===== config.mk =====
export PLATFORM = sky130hd
export DESIGN_NAME = pmu_ctl_irq
export DESIGN_NICKNAME = d
export VERILOG_FILES = /design/src/rtl/pmu_ctl_pkg.sv /design/src/rtl/pmu_bitreg.sv /design/src/rtl/pmu_ctlreg.sv /design/src/rtl/pmu_irqgen.sv /design/src/rtl/pmu_ctl_irq.sv
export SDC_FILE = /design/constraint.sdc
export NUM_CORES = 1
export LEC_CHECK = 0
export BUFFER_PORTS_ARGS = -buffer_cell sky130_fd_sc_hd__buf_2
export CORE_MARGIN = 2
export CORE_UTILIZATION = 42
export DETAILED_ROUTE_END_ITERATION = 10
export PLACE_DENSITY_LB_ADDON = 0.08
export SLEW_MARGIN = 15
export SYNTH_ARGS = -nofsm -noshare
export SYNTH_HDL_FRONTEND = slang
export SYNTH_SLANG_ARGS = --single-unit

===== constraint.sdc =====
create_clock -name clk_i -period 1.5 [get_ports clk_i]
set_input_delay 0.075 -clock clk_i [delete_from_list [all_inputs] [get_ports clk_i]]
set_output_delay 0.075 -clock clk_i [all_outputs]
set_load 0.02 [all_outputs]

===== src/rtl/pmu_ctl_pkg.sv =====
package pmu_ctl_pkg;

  typedef enum logic [2:0] {
    A_CTRL    = 3'd0,
    A_CEN_SET = 3'd1,
    A_CEN_CLR = 3'd2,
    A_IEN_SET = 3'd3,
    A_IEN_CLR = 3'd4,
    A_OVF_SET = 3'd5,
    A_OVF_CLR = 3'd6
  } reg_addr_e;

  localparam int CYC_IDX  = 31;
  localparam int CB_EN    = 0;
  localparam int CB_EVRST = 1;
  localparam int CB_CYRST = 2;
  localparam int CB_LCYC  = 6;
  localparam int CB_LEV   = 7;
  localparam int CB_NLO   = 11;

  function automatic logic [31:0] valid_mask(int n);
    logic [31:0] m;
    m = '0;
    for (int i = 0; i < CYC_IDX; i++) begin
      if (i < n) m[i] = 1'b1;
    end
    m[CYC_IDX] = 1'b1;
    return m;
  endfunction

endpackage


===== src/rtl/pmu_bitreg.sv =====
module pmu_bitreg #(
  parameter int          W     = 32,
  parameter logic [31:0] VALID = 32'h8000_0000
) (
  input  logic         clk_i,
  input  logic         rst_ni,
  input  logic [W-1:0] set_i,
  input  logic [W-1:0] clr_i,
  input  logic [W-1:0] hw_set_i,
  output logic [W-1:0] q_o
);
  localparam logic [W-1:0] VM = VALID[W-1:0];

  logic [W-1:0] q_d;

  always_comb q_d = ((q_o & ~clr_i) | set_i | hw_set_i) & VM;

  always_ff @(posedge clk_i or negedge rst_ni) begin
    if (!rst_ni) q_o <= '0;
    else         q_o <= q_d;
  end

  // no bit outside the valid mask is ever held
  a_r1_masked: assert property (@(posedge clk_i) disable iff (!rst_ni)
    (q_o & ~VM) == '0);

  // a hardware set pulse is present at the next edge regardless of clears
  a_r8_hw_set_wins: assert property (@(posedge clk_i) disable iff (!rst_ni)
    ((hw_set_i & VM) != '0) |=> ((q_o & $past(hw_set_i & VM)) == $past(hw_set_i & VM)));

endmodule


===== src/rtl/pmu_ctlreg.sv =====
module pmu_ctlreg #(
  parameter int NUM_CTR  = 6,
  parameter bit HAS_LONG = 1'b0
) (
  input  logic        clk_i,
  input  logic        rst_ni,
  input  logic        wr_i,
  input  logic        en_d_i,
  input  logic        evrst_d_i,
  input  logic        cyrst_d_i,
  input  logic        lcyc_d_i,
  input  logic        lev_d_i,
  output logic        en_o,
  output logic        lcyc_o,
  output logic        lev_o,
  output logic [31:0] ev_rst_o,
  output logic        cyc_rst_o,
  output logic [31:0] rd_o
);
  import pmu_ctl_pkg::*;

  localparam logic [31:0] EV_ONLY = valid_mask(NUM_CTR) & ~(32'd1 << CYC_IDX);
  localparam logic [4:0]  N_FLD   = 5'(NUM_CTR);

  always_ff @(posedge clk_i or negedge rst_ni) begin
    if (!rst_ni) begin
      en_o      <= 1'b0;
      lcyc_o    <= 1'b0;
      lev_o     <= 1'b0;
      ev_rst_o  <= '0;
      cyc_rst_o <= 1'b0;
    end else begin
      ev_rst_o  <= (wr_i && evrst_d_i) ? EV_ONLY : '0;
      cyc_rst_o <= wr_i && cyrst_d_i;
      if (wr_i) begin
        en_o   <= en_d_i;
        lcyc_o <= lcyc_d_i;
        lev_o  <= lev_d_i && HAS_LONG;
      end
    end
  end

  always_comb begin
    rd_o = '0;
    rd_o[CB_EN]              = en_o;
    rd_o[CB_LCYC]            = lcyc_o;
    rd_o[CB_LEV]             = lev_o;
    rd_o[CB_NLO+4:CB_NLO]    = N_FLD;
  end

  // reset request bits never read back
  a_r4_rst_bits_zero: assert property (@(posedge clk_i) disable iff (!rst_ni)
    rd_o[CB_CYRST:CB_EVRST] == 2'b00);

  // the event reset strobe never touches the cycle counter or an absent counter
  a_r5_strobe_scope: assert property (@(posedge clk_i) disable iff (!rst_ni)
    (ev_rst_o & ~EV_ONLY) == '0);

  // strobes last one cycle unless the control port is written again
  a_r6_one_shot: assert property (@(posedge clk_i) disable iff (!rst_ni)
    (cyc_rst_o && !wr_i) |=> !cyc_rst_o);

  generate
    if (!HAS_LONG) begin : g_no_long
      // long event overflow unavailable
      a_r7_lev_zero: assert property (@(posedge clk_i) disable iff (!rst_ni)
        !lev_o);
    end
  endgenerate

endmodule


===== src/rtl/pmu_irqgen.sv =====
module pmu_irqgen #(
  parameter int W = 32
) (
  input  logic         clk_i,
  input  logic         rst_ni,
  input  logic         glb_en_i,
  input  logic [W-1:0] ovf_i,
  input  logic [W-1:0] cen_i,
  input  logic [W-1:0] ien_i,
  output logic         irq_o
);
  logic lvl;

  always_comb lvl = glb_en_i && (|(ovf_i & cen_i & ien_i));

  always_ff @(posedge clk_i or negedge rst_ni) begin
    if (!rst_ni)          irq_o <= 1'b0;
    else if (irq_o != lvl) irq_o <= lvl;
  end

  // global enable off forces the line low one edge later
  a_r9_gated_off: assert property (@(posedge clk_i) disable iff (!rst_ni)
    !glb_en_i |=> !irq_o);

  // with no overflow flag set the line cannot rise
  a_r10_no_spurious: assert property (@(posedge clk_i) disable iff (!rst_ni)
    (ovf_i == '0) |=> !irq_o);

endmodule


===== src/rtl/pmu_ctl_irq.sv =====
module pmu_ctl_irq #(
  parameter int NUM_CTR  = 6,
  parameter bit HAS_LONG = 1'b0
) (
  input  logic        clk_i,
  input  logic        rst_ni,
  input  logic        wr_en_i,
  input  logic [2:0]  wr_addr_i,
  input  logic [31:0] wr_data_i,
  input  logic [2:0]  rd_addr_i,
  output logic [31:0] rd_data_o,
  input  logic [31:0] ovf_pulse_i,
  output logic [31:0] cnt_en_o,
  output logic        glb_en_o,
  output logic        long_cyc_o,
  output logic        long_ev_o,
  output logic [31:0] ev_rst_o,
  output logic        cyc_rst_o,
  output logic        irq_o
);
  import pmu_ctl_pkg::*;

  localparam int          W     = 32;
  localparam logic [31:0] VALID = valid_mask(NUM_CTR);
  localparam int          NREG  = 3;

  logic [W-1:0] set_v [NREG];
  logic [W-1:0] clr_v [NREG];
  logic [W-1:0] hw_v  [NREG];
  logic [W-1:0] q_v   [NREG];
  logic [31:0]  ctrl_rd;
  logic         wr_ctrl;

  always_comb wr_ctrl = wr_en_i && (wr_addr_i == A_CTRL);

  // index 0: counter enable, 1: interrupt enable, 2: overflow status
  generate
    for (genvar g = 0; g < NREG; g++) begin : g_reg
      localparam logic [2:0] SET_A = 3'(2*g + 1);
      localparam logic [2:0] CLR_A = 3'(2*g + 2);
      always_comb begin
        set_v[g] = (wr_en_i && wr_addr_i == SET_A) ? wr_data_i : '0;
        clr_v[g] = (wr_en_i && wr_addr_i == CLR_A) ? wr_data_i : '0;
        hw_v[g]  = (g == 2) ? ovf_pulse_i : '0;
      end
      pmu_bitreg #(.W(W), .VALID(VALID)) u_bits (
        .clk_i    (clk_i),
        .rst_ni   (rst_ni),
        .set_i    (set_v[g]),
        .clr_i    (clr_v[g]),
        .hw_set_i (hw_v[g]),
        .q_o      (q_v[g])
      );
    end
  endgenerate

  pmu_ctlreg #(.NUM_CTR(NUM_CTR), .HAS_LONG(HAS_LONG)) u_ctl (
    .clk_i     (clk_i),
    .rst_ni    (rst_ni),
    .wr_i      (wr_ctrl),
    .en_d_i    (wr_data_i[CB_EN]),
    .evrst_d_i (wr_data_i[CB_EVRST]),
    .cyrst_d_i (wr_data_i[CB_CYRST]),
    .lcyc_d_i  (wr_data_i[CB_LCYC]),
    .lev_d_i   (wr_data_i[CB_LEV]),
    .en_o      (glb_en_o),
    .lcyc_o    (long_cyc_o),
    .lev_o     (long_ev_o),
    .ev_rst_o  (ev_rst_o),
    .cyc_rst_o (cyc_rst_o),
    .rd_o      (ctrl_rd)
  );

  pmu_irqgen #(.W(W)) u_irq (
    .clk_i    (clk_i),
    .rst_ni   (rst_ni),
    .glb_en_i (glb_en_o),
    .ovf_i    (q_v[2]),
    .cen_i    (q_v[0]),
    .ien_i    (q_v[1]),
    .irq_o    (irq_o)
  );

  always_comb cnt_en_o = q_v[0];

  always_comb begin
    case (rd_addr_i)
      A_CTRL:               rd_data_o = ctrl_rd;
      A_CEN_SET, A_CEN_CLR: rd_data_o = q_v[0];
      A_IEN_SET, A_IEN_CLR: rd_data_o = q_v[1];
      A_OVF_SET, A_OVF_CLR: rd_data_o = q_v[2];
      default:              rd_data_o = '0;
    endcase
  end

endmodule


==> run_results.csv, run 1 <==
group,metric,value,unit
pwr,p_sw_share,37.3,%
final_layout,area_growth_syn_to_fin,7.18,%
timing,drv_slew,0,
die,die_w,74.0,um
pwr,power.clock.fraction,22.6,%
final_layout,final-seq-area,651,sq um
synthesis,synth_seq_area_share,31.6,%
clock_tree,tritoncts,"built",
timing,tns,0,ns
route,detail-route-antenna-nets,0,
clock_tree,cts.sinks,26,
clock_tree,cts-root-buf,"sky130_fd_sc_hd__clkbuf_8",
final_layout,finish.net_count,362,
timing,final-hold-violation-count,1,
die,die_area,0.00547,sq mm
timing,post-route-period-util,95.5,%
setup_path,worst-setup-path-type,"register to output port",
route,routed_wirelength,4480,um
clock_tree,cts_max_level,1,
clock_tree,maximum_clock_insertion_buffer_count,2,
setup_path,startpoint_class,"register",
die,rows,25,
final_layout,filler_cell_count,476,
pwr,leakagePower,1.13,nW
timing,fin_worst_hold_slack,-0.00263,ns
grt,grt_overflow_total,0,
timing,report.final.setup_viol,0,
status,failed_checks,"hold timing",
synthesis,yosysWarningCount,0,
route,detail_route.first_pass.iterations,4,
final_layout,number_of_antenna_cells_inserted,0,
place,port_buffer_count,50,
timing,final.setup_skew,0.00743,ns
place,gp_congestion,0.794,
setup_path,worstPathMaxFanout,3,
route,vias_per_cell,4.46,
route,drc,0,
synthesis,post_synth_and_or_nand_nor_area_fraction,12.8,%
timing,min_setup_slack_post_route,0.0672,ns
die,height_of_the_die,74.0,um
synthesis,synth_compound_gate_area_share,16.9,%
timing,fmax,698,MHz
pwr,seqPwrFrac,44.3,%
die,ios,174,
setup_path,endpoint_kind,"output port",
timing,fin_crit,1.43,ns
final_layout,final_common_cell,"sky130_fd_sc_hd__conb_1",
synthesis,synthCells,234,
synthesis,synth-xor-area-share,0.426,%
final_layout,multiInputGateArea,0.00100,sq mm
final_layout,drive_above_1_share,24.4,%
synthesis,synthAdderAreaFrac,0,%
place,place_area,0.00209,sq mm
place,dp_hpwl,3270,um
final_layout,stdcell_count,354,
synthesis,synth_seq_cells,26,
hold_path,worst_hold_path.num_cells,2,
synthesis,avgSynthCellArea,8.79,sq um
route,wl_per_cell,12.7,um
timing,timing.max_slew.rel_slack,60.0,%
setup_path,path_depth_of_the_worst_reg2reg_path,5,
pwr,post-layout-total-power,0.00175,W
route,total_via_count_after_detailed_routing,1578,
place,place_worst_setup_slack,0.235,ns
grt,maximum_number_of_pins_on_one_net_before_global_route_repair,27,
timing,worst_pin_slew,0.600,ns
pwr,net-switching-power,0.000652,W
clock_tree,numCtsBuffers,3,
synthesis,synth_top_family_by_area,"buffers and inverters",
synthesis,synth_cell_types,33,
pwr,ir_worst_vdd,0.310,mV
hold_path,min_path_type,"input port to register",
pwr,intPower,0.00109,W
pwr,comb_power_share,33.1,%
synthesis,synth.mux.area_fraction,4.99,%
grt,via_count_of_the_first_global_routing_pass,1339,
clock_tree,clkSlewWorstSetupHoldPaths,0.09,ns
clock_tree,insertion_delay,0.27,ns
pwr,pwr_density_cell,792,mW/mm^2
grt,number_of_antenna_violations_at_the_first_check_in_global_routing,0,
die,initial_core_util,43.5,%
final_layout,post-route-cell-area,0.00220,sq mm
job,max-cap-violations,0,
grt,grt_usage,16.1,%
grt,grt_pass1_wl,6720,um
timing,grt_setup_unrepaired,"false",
status,run_status,"finished with violations",
place,placedCellCount,343,
final_layout,mostFrequentLayoutCells,"sky130_fd_sc_hd__conb_1 (74), sky130_fd_sc_hd__buf_2 (49), sky130_fd_sc_hd__dfrtp_1 (26)",
die,placeableCoreArea,0.00472,sq mm
synthesis,post_synth_instance_area,0.00206,sq mm
setup_path,setup_slack_on_the_worst_flop_to_flop_path,0.37,ns
setup_path,worst_ep_required_time,1.42,ns
setup_path,worstPathArrival,1.36,ns
route,drt-initial-drc-count,51,
==> critical path, stage by stage, from the launching register on <==
cell	delay [ns]
sky130_fd_sc_hd__dfrtp_1	0.42
sky130_fd_sc_hd__mux2i_1	0.14
sky130_fd_sc_hd__o21ai_1	0.07
sky130_fd_sc_hd__a221o_1	0.33
sky130_fd_sc_hd__buf_6	0.14
==> worst paths after layout <==
path,to,startpoint
max in group asynchronous,g_reg[0].u_bits.q_o[2]$_DFF_PN0_,rst_ni
setup / recovery,rd_data_o[0],g_reg[0].u_bits.q_o[0]$_DFF_PN0_
hold reg to reg,u_ctl.lcyc_o$_DFFE_PN0P_,u_ctl.lcyc_o$_DFFE_PN0P_
setup reg to reg,u_irq.irq_o$_DFFE_PN0P_,g_reg[0].u_bits.q_o[0]$_DFF_PN0_
min in group asynchronous,g_reg[0].u_bits.q_o[31]$_DFF_PN0_,rst_ni
hold / removal,g_reg[2].u_bits.q_o[5]$_DFF_PN0_,ovf_pulse_i[5]
==> metal layers <==
| layer | GRT usage, % | wire length, um | vias up |
|---|---|---|---|
| li1 | - | - | 762 |
| met1 | 24.2 | 2130 | 731 |
| met2 | 25.4 | 1990 | 83 |
| met3 | 1.63 | 346 | 2 |
| met4 | 3.03 | 18 | 0 |
| met5 | 0 | 0 | - |
==> cells in the mapped netlist, drive strengths merged <==
cell	number	area (sq um)
a221o	7	70.1
mux2	2	22.5
o2bb2ai	6	52.6
nand3b	2	15.0
nor2	5	18.8
a211o	1	8.76
nand4	1	6.26
and2	3	18.8
o21ai	16	80.1
nand4b	5	43.8
conb	1	3.75
o22ai	1	6.26
nand2	9	33.8
nor3	2	10.0
a22o	2	17.5
and3	1	6.26
a21o	2	15.0
nand3	8	40.0
and3b	1	8.76
nor3b	1	12.5
inv	9	33.8
dfrtp	26	651
clkbuf	4	15.0
or3b	1	8.76
a21oi	18	90.1
mux2i	8	80.1
and4b	2	20.0
xnor2	1	8.76
buf	86	631
nand2b	1	6.26
nor4b	1	15.0
o21a	1	7.51
==> sequential cells by signal (all words and copies together), names as in the netlist <==
signal / count
u_ctl.cyc_rst_o: 1
g.u_bits.q_o: 21
u_ctl.ev_rst_o: 1
u_ctl.en_o: 1
u_irq.irq_o: 1
u_ctl.lcyc_o: 1
==> cell families (layout without fill, tap and decap cells) <==
group	count (synthesis)	count (layout)
AOI/OAI and AO/OA	54	54
xor gates and xnor gates	1	1
buffers and inverters	99	79
DFF	26	26
muxes	10	10
other	1	74
and+or+nand+nor	43	43
==> timing repair <==
| action | 4_1_cts | 5_1_grt |
|---|---|---|
| endpoints found under the hold margin | 27 | 2 |
| buffers inserted | 1 | 3 |
| setup endpoints to repair | 1 | 1 |
| hold buffers | 2 | 2 |
| pin swaps | 0 | 1 |
| gates resized for setup | 0 | 3 |
==> area by class of cell <==
| type | count | share of cell area (%) |
|---|---|---|
| well taps | 67 | 3.80 |
| inverters | 9 | 1.53 |
| flip-flops and latches | 26 | 29.5 |
| multi-input cells | 182 | 45.4 |
| clock buffers | 3 | 1.87 |
| repair buffers | 67 | 17.9 |
==> power by group through the flow <==
stage	Sequential, W	Clock (W)	Combinational (W)
finish	0.000773	0.000395	0.000579
global route	0.000778	0.000431	0.000635
CTS	0.000775	0.000396	0.000550
detailed placement	0.000789	0	0.000543
global placement	0.000789	0	0.000541
floorplan	0.000815	0	0.000498
==> metrics by stage <==
stage          hold WS [ns]  utilization, %
6_report           -0.00263            46.7
5_1_grt             0.00615            46.7
4_1_cts             0.00194            45.6
3_5_place_dp          0.119            44.2
3_3_place_gp          0.124            44.2
2_1_floorplan        -0.221               -
(Power assumes the default switching activity.)
==> inputs of run 2 (changes only) <==
Settings changed: CORE_UTILIZATION 42 to 43, CTS_BUF_LIST set to sky130_fd_sc_hd__clkbuf_2 sky130_fd_sc_hd__clkbuf_4 sky130_fd_sc_hd__clkbuf_8.
==> run 2 against run 1 <==
The flow now finishes without violations; design area increased by 1.6%; first-iteration DRC count increased by 47%; utilization grew 1.4 points; sequential power fell by 0.5%; clock power grew 48%; critical path type unchanged; critical endpoint unchanged; largest power group unchanged.
==> run_results.csv, run 2 (synthesized netlist as in run 1, its figures left out) <==
group,metric,value,unit
timing,drv_slew,0,
route,vias_per_cell,4.69,
setup_path,worst_ep_required_time,1.42,ns
final_layout,drive_above_1_share,24.1,%
grt,maximum_number_of_pins_on_one_net_before_global_route_repair,27,
grt,via_count_of_the_first_global_routing_pass,1332,
die,placeableCoreArea,0.00466,sq mm
timing,worst_pin_slew,0.613,ns
timing,post-route-period-util,95.4,%
pwr,ir_worst_vdd,0.531,mV
clock_tree,cts-root-buf,"sky130_fd_sc_hd__clkbuf_8",
die,initial_core_util,44.1,%
die,height_of_the_die,73.2,um
die,die_area,0.00535,sq mm
clock_tree,insertion_delay,0.27,ns
pwr,intPower,0.00127,W
final_layout,number_of_antenna_cells_inserted,0,
final_layout,filler_cell_count,483,
place,gp_congestion,0.808,
final_layout,mostFrequentLayoutCells,"sky130_fd_sc_hd__conb_1 (74), sky130_fd_sc_hd__buf_2 (49), sky130_fd_sc_hd__dfrtp_1 (26)",
route,wl_per_cell,13.0,um
setup_path,endpoint_kind,"output port",
timing,final-hold-violation-count,0,
clock_tree,clkSlewWorstSetupHoldPaths,0.09,ns
timing,fmax,699,MHz
pwr,comb_power_share,30.1,%
grt,grt_pass1_wl,6780,um
setup_path,worstPathArrival,1.36,ns
setup_path,worst-setup-path-type,"register to output port",
die,die_w,73.2,um
die,ios,174,
place,placedCellCount,331,
clock_tree,cts.sinks,26,
route,drt-initial-drc-count,75,
timing,report.final.setup_viol,0,
timing,tns,0,ns
clock_tree,numCtsBuffers,3,
job,max-cap-violations,0,
setup_path,setup_slack_on_the_worst_flop_to_flop_path,0.47,ns
clock_tree,maximum_clock_insertion_buffer_count,2,
die,rows,25,
pwr,power.clock.fraction,30.1,%
clock_tree,tritoncts,"built",
timing,fin_crit,1.43,ns
final_layout,largest_register_ff_count,21,
timing,grt_setup_unrepaired,"true",
grt,grt_usage,16.6,%
final_layout,finish.net_count,364,
final_layout,final_common_cell,"sky130_fd_sc_hd__conb_1",
timing,final.setup_skew,0.00685,ns
pwr,p_sw_share,34.3,%
grt,number_of_antenna_violations_at_the_first_check_in_global_routing,0,
final_layout,stdcell_count,344,
route,total_via_count_after_detailed_routing,1612,
final_layout,regMostFlops,"g.u_bits.q_o",
route,detail_route.first_pass.iterations,4,
pwr,post-layout-total-power,0.00193,W
clock_tree,cts_max_level,1,
hold_path,min_path_type,"input port to register",
pwr,leakagePower,1.15,nW
route,routed_wirelength,4480,um
pwr,pwr_density_cell,863,mW/mm^2
pwr,seqPwrFrac,39.7,%
pwr,net-switching-power,0.000663,W
place,dp_hpwl,3310,um
route,drc,0,
status,run_status,"finished, final reports clean",
setup_path,worstPathMaxFanout,3,
timing,timing.max_slew.rel_slack,59.1,%
grt,grt_overflow_total,0,
place,port_buffer_count,50,
route,detail-route-antenna-nets,0,
setup_path,startpoint_class,"register",
final_layout,area_growth_syn_to_fin,8.94,%
## run 2: routing by layer
metal  routed length [um]  global-route usage, %  vias to the layer above
li1                     -                      -                      768
met1                 2020                   24.2                      759
met2                 2120                   25.6                       83
met3                  311                   3.59                        2
met4                   17                   2.47                        0
met5                    0                      0                        -
## run 2: critical path, stage by stage, from the launching register on
cell and delay [ns]:
sky130_fd_sc_hd__dfrtp_1 0.41, sky130_fd_sc_hd__mux2i_1 0.14, sky130_fd_sc_hd__o21ai_1 0.07, sky130_fd_sc_hd__a221o_1 0.32
sky130_fd_sc_hd__buf_6 0.13
## run 2: layout make-up
cell class                      count  area (sq um)  share of cell area [%]
Inverter                            9          33.8                    1.51
Clock inverter                      1          30.0                    1.34
Timing Repair Buffer               69           417                    18.6
Multi-Input combinational cell    182          1000                    44.7
Clock buffer                        3          41.3                    1.84
Tap cell                           54          67.6                    3.02
Sequential cell                    26           651                    29.0
## run 2: power by group through the flow
stage | Sequential [W] | Clock, W | Combinational [W]
2_1_floorplan | 0.000815 | 0 | 0.000498
3_3_place_gp | 0.000786 | 0 | 0.000543
3_5_place_dp | 0.000787 | 0 | 0.000548
4_1_cts | 0.000769 | 0.000603 | 0.000577
5_1_grt | 0.000774 | 0.000640 | 0.000632
6_report | 0.000769 | 0.000583 | 0.000583
## run 2: path summary, 6_finish.rpt
| kind | startpoint | end | cells after the start |
|---|---|---|---|
| worst max-delay path | g_reg[0].u_bits.q_o[0]$_DFF_PN0_ | rd_data_o[0] | 4 |
| worst min-delay path | ovf_pulse_i[2] | g_reg[2].u_bits.q_o[2]$_DFF_PN0_ | 2 |
| worst max register to register | g_reg[0].u_bits.q_o[0]$_DFF_PN0_ | u_irq.irq_o$_DFFE_PN0P_ | 4 |
| worst min register to register | u_ctl.lcyc_o$_DFFE_PN0P_ | u_ctl.lcyc_o$_DFFE_PN0P_ | 1 |
| max in group asynchronous | rst_ni | g_reg[0].u_bits.q_o[31]$_DFF_PN0_ | 2 |
| min in group asynchronous | rst_ni | u_ctl.cyc_rst_o$_DFF_PN0_ | 2 |
## run 2: what timing repair did
action,4_1_cts,5_1_grt
pin swaps,0,1
setup endpoints to repair,1,1
buffers inserted,1,1
hold buffers,7,0
cloned,0,0
gates resized for setup,0,3
hold endpoints to repair,32,0
## run 2: metrics by stage
| step | utilization [%] | worst slack, ns | area [sq um] | hold WS, ns |
|---|---|---|---|---|
| floorplan | - | 0.249 | 2330 | -0.221 |
| global placement | 44.6 | 0.208 | 2080 | 0.125 |
| detailed placement | 44.6 | 0.188 | 2080 | 0.126 |
| CTS | 47.8 | 0.0114 | 2230 | 0.00101 |
| global route | 48.1 | -0.0360 | 2240 | 0.00745 |
| finish | 48.1 | 0.0689 | 2240 | 0.00743 |
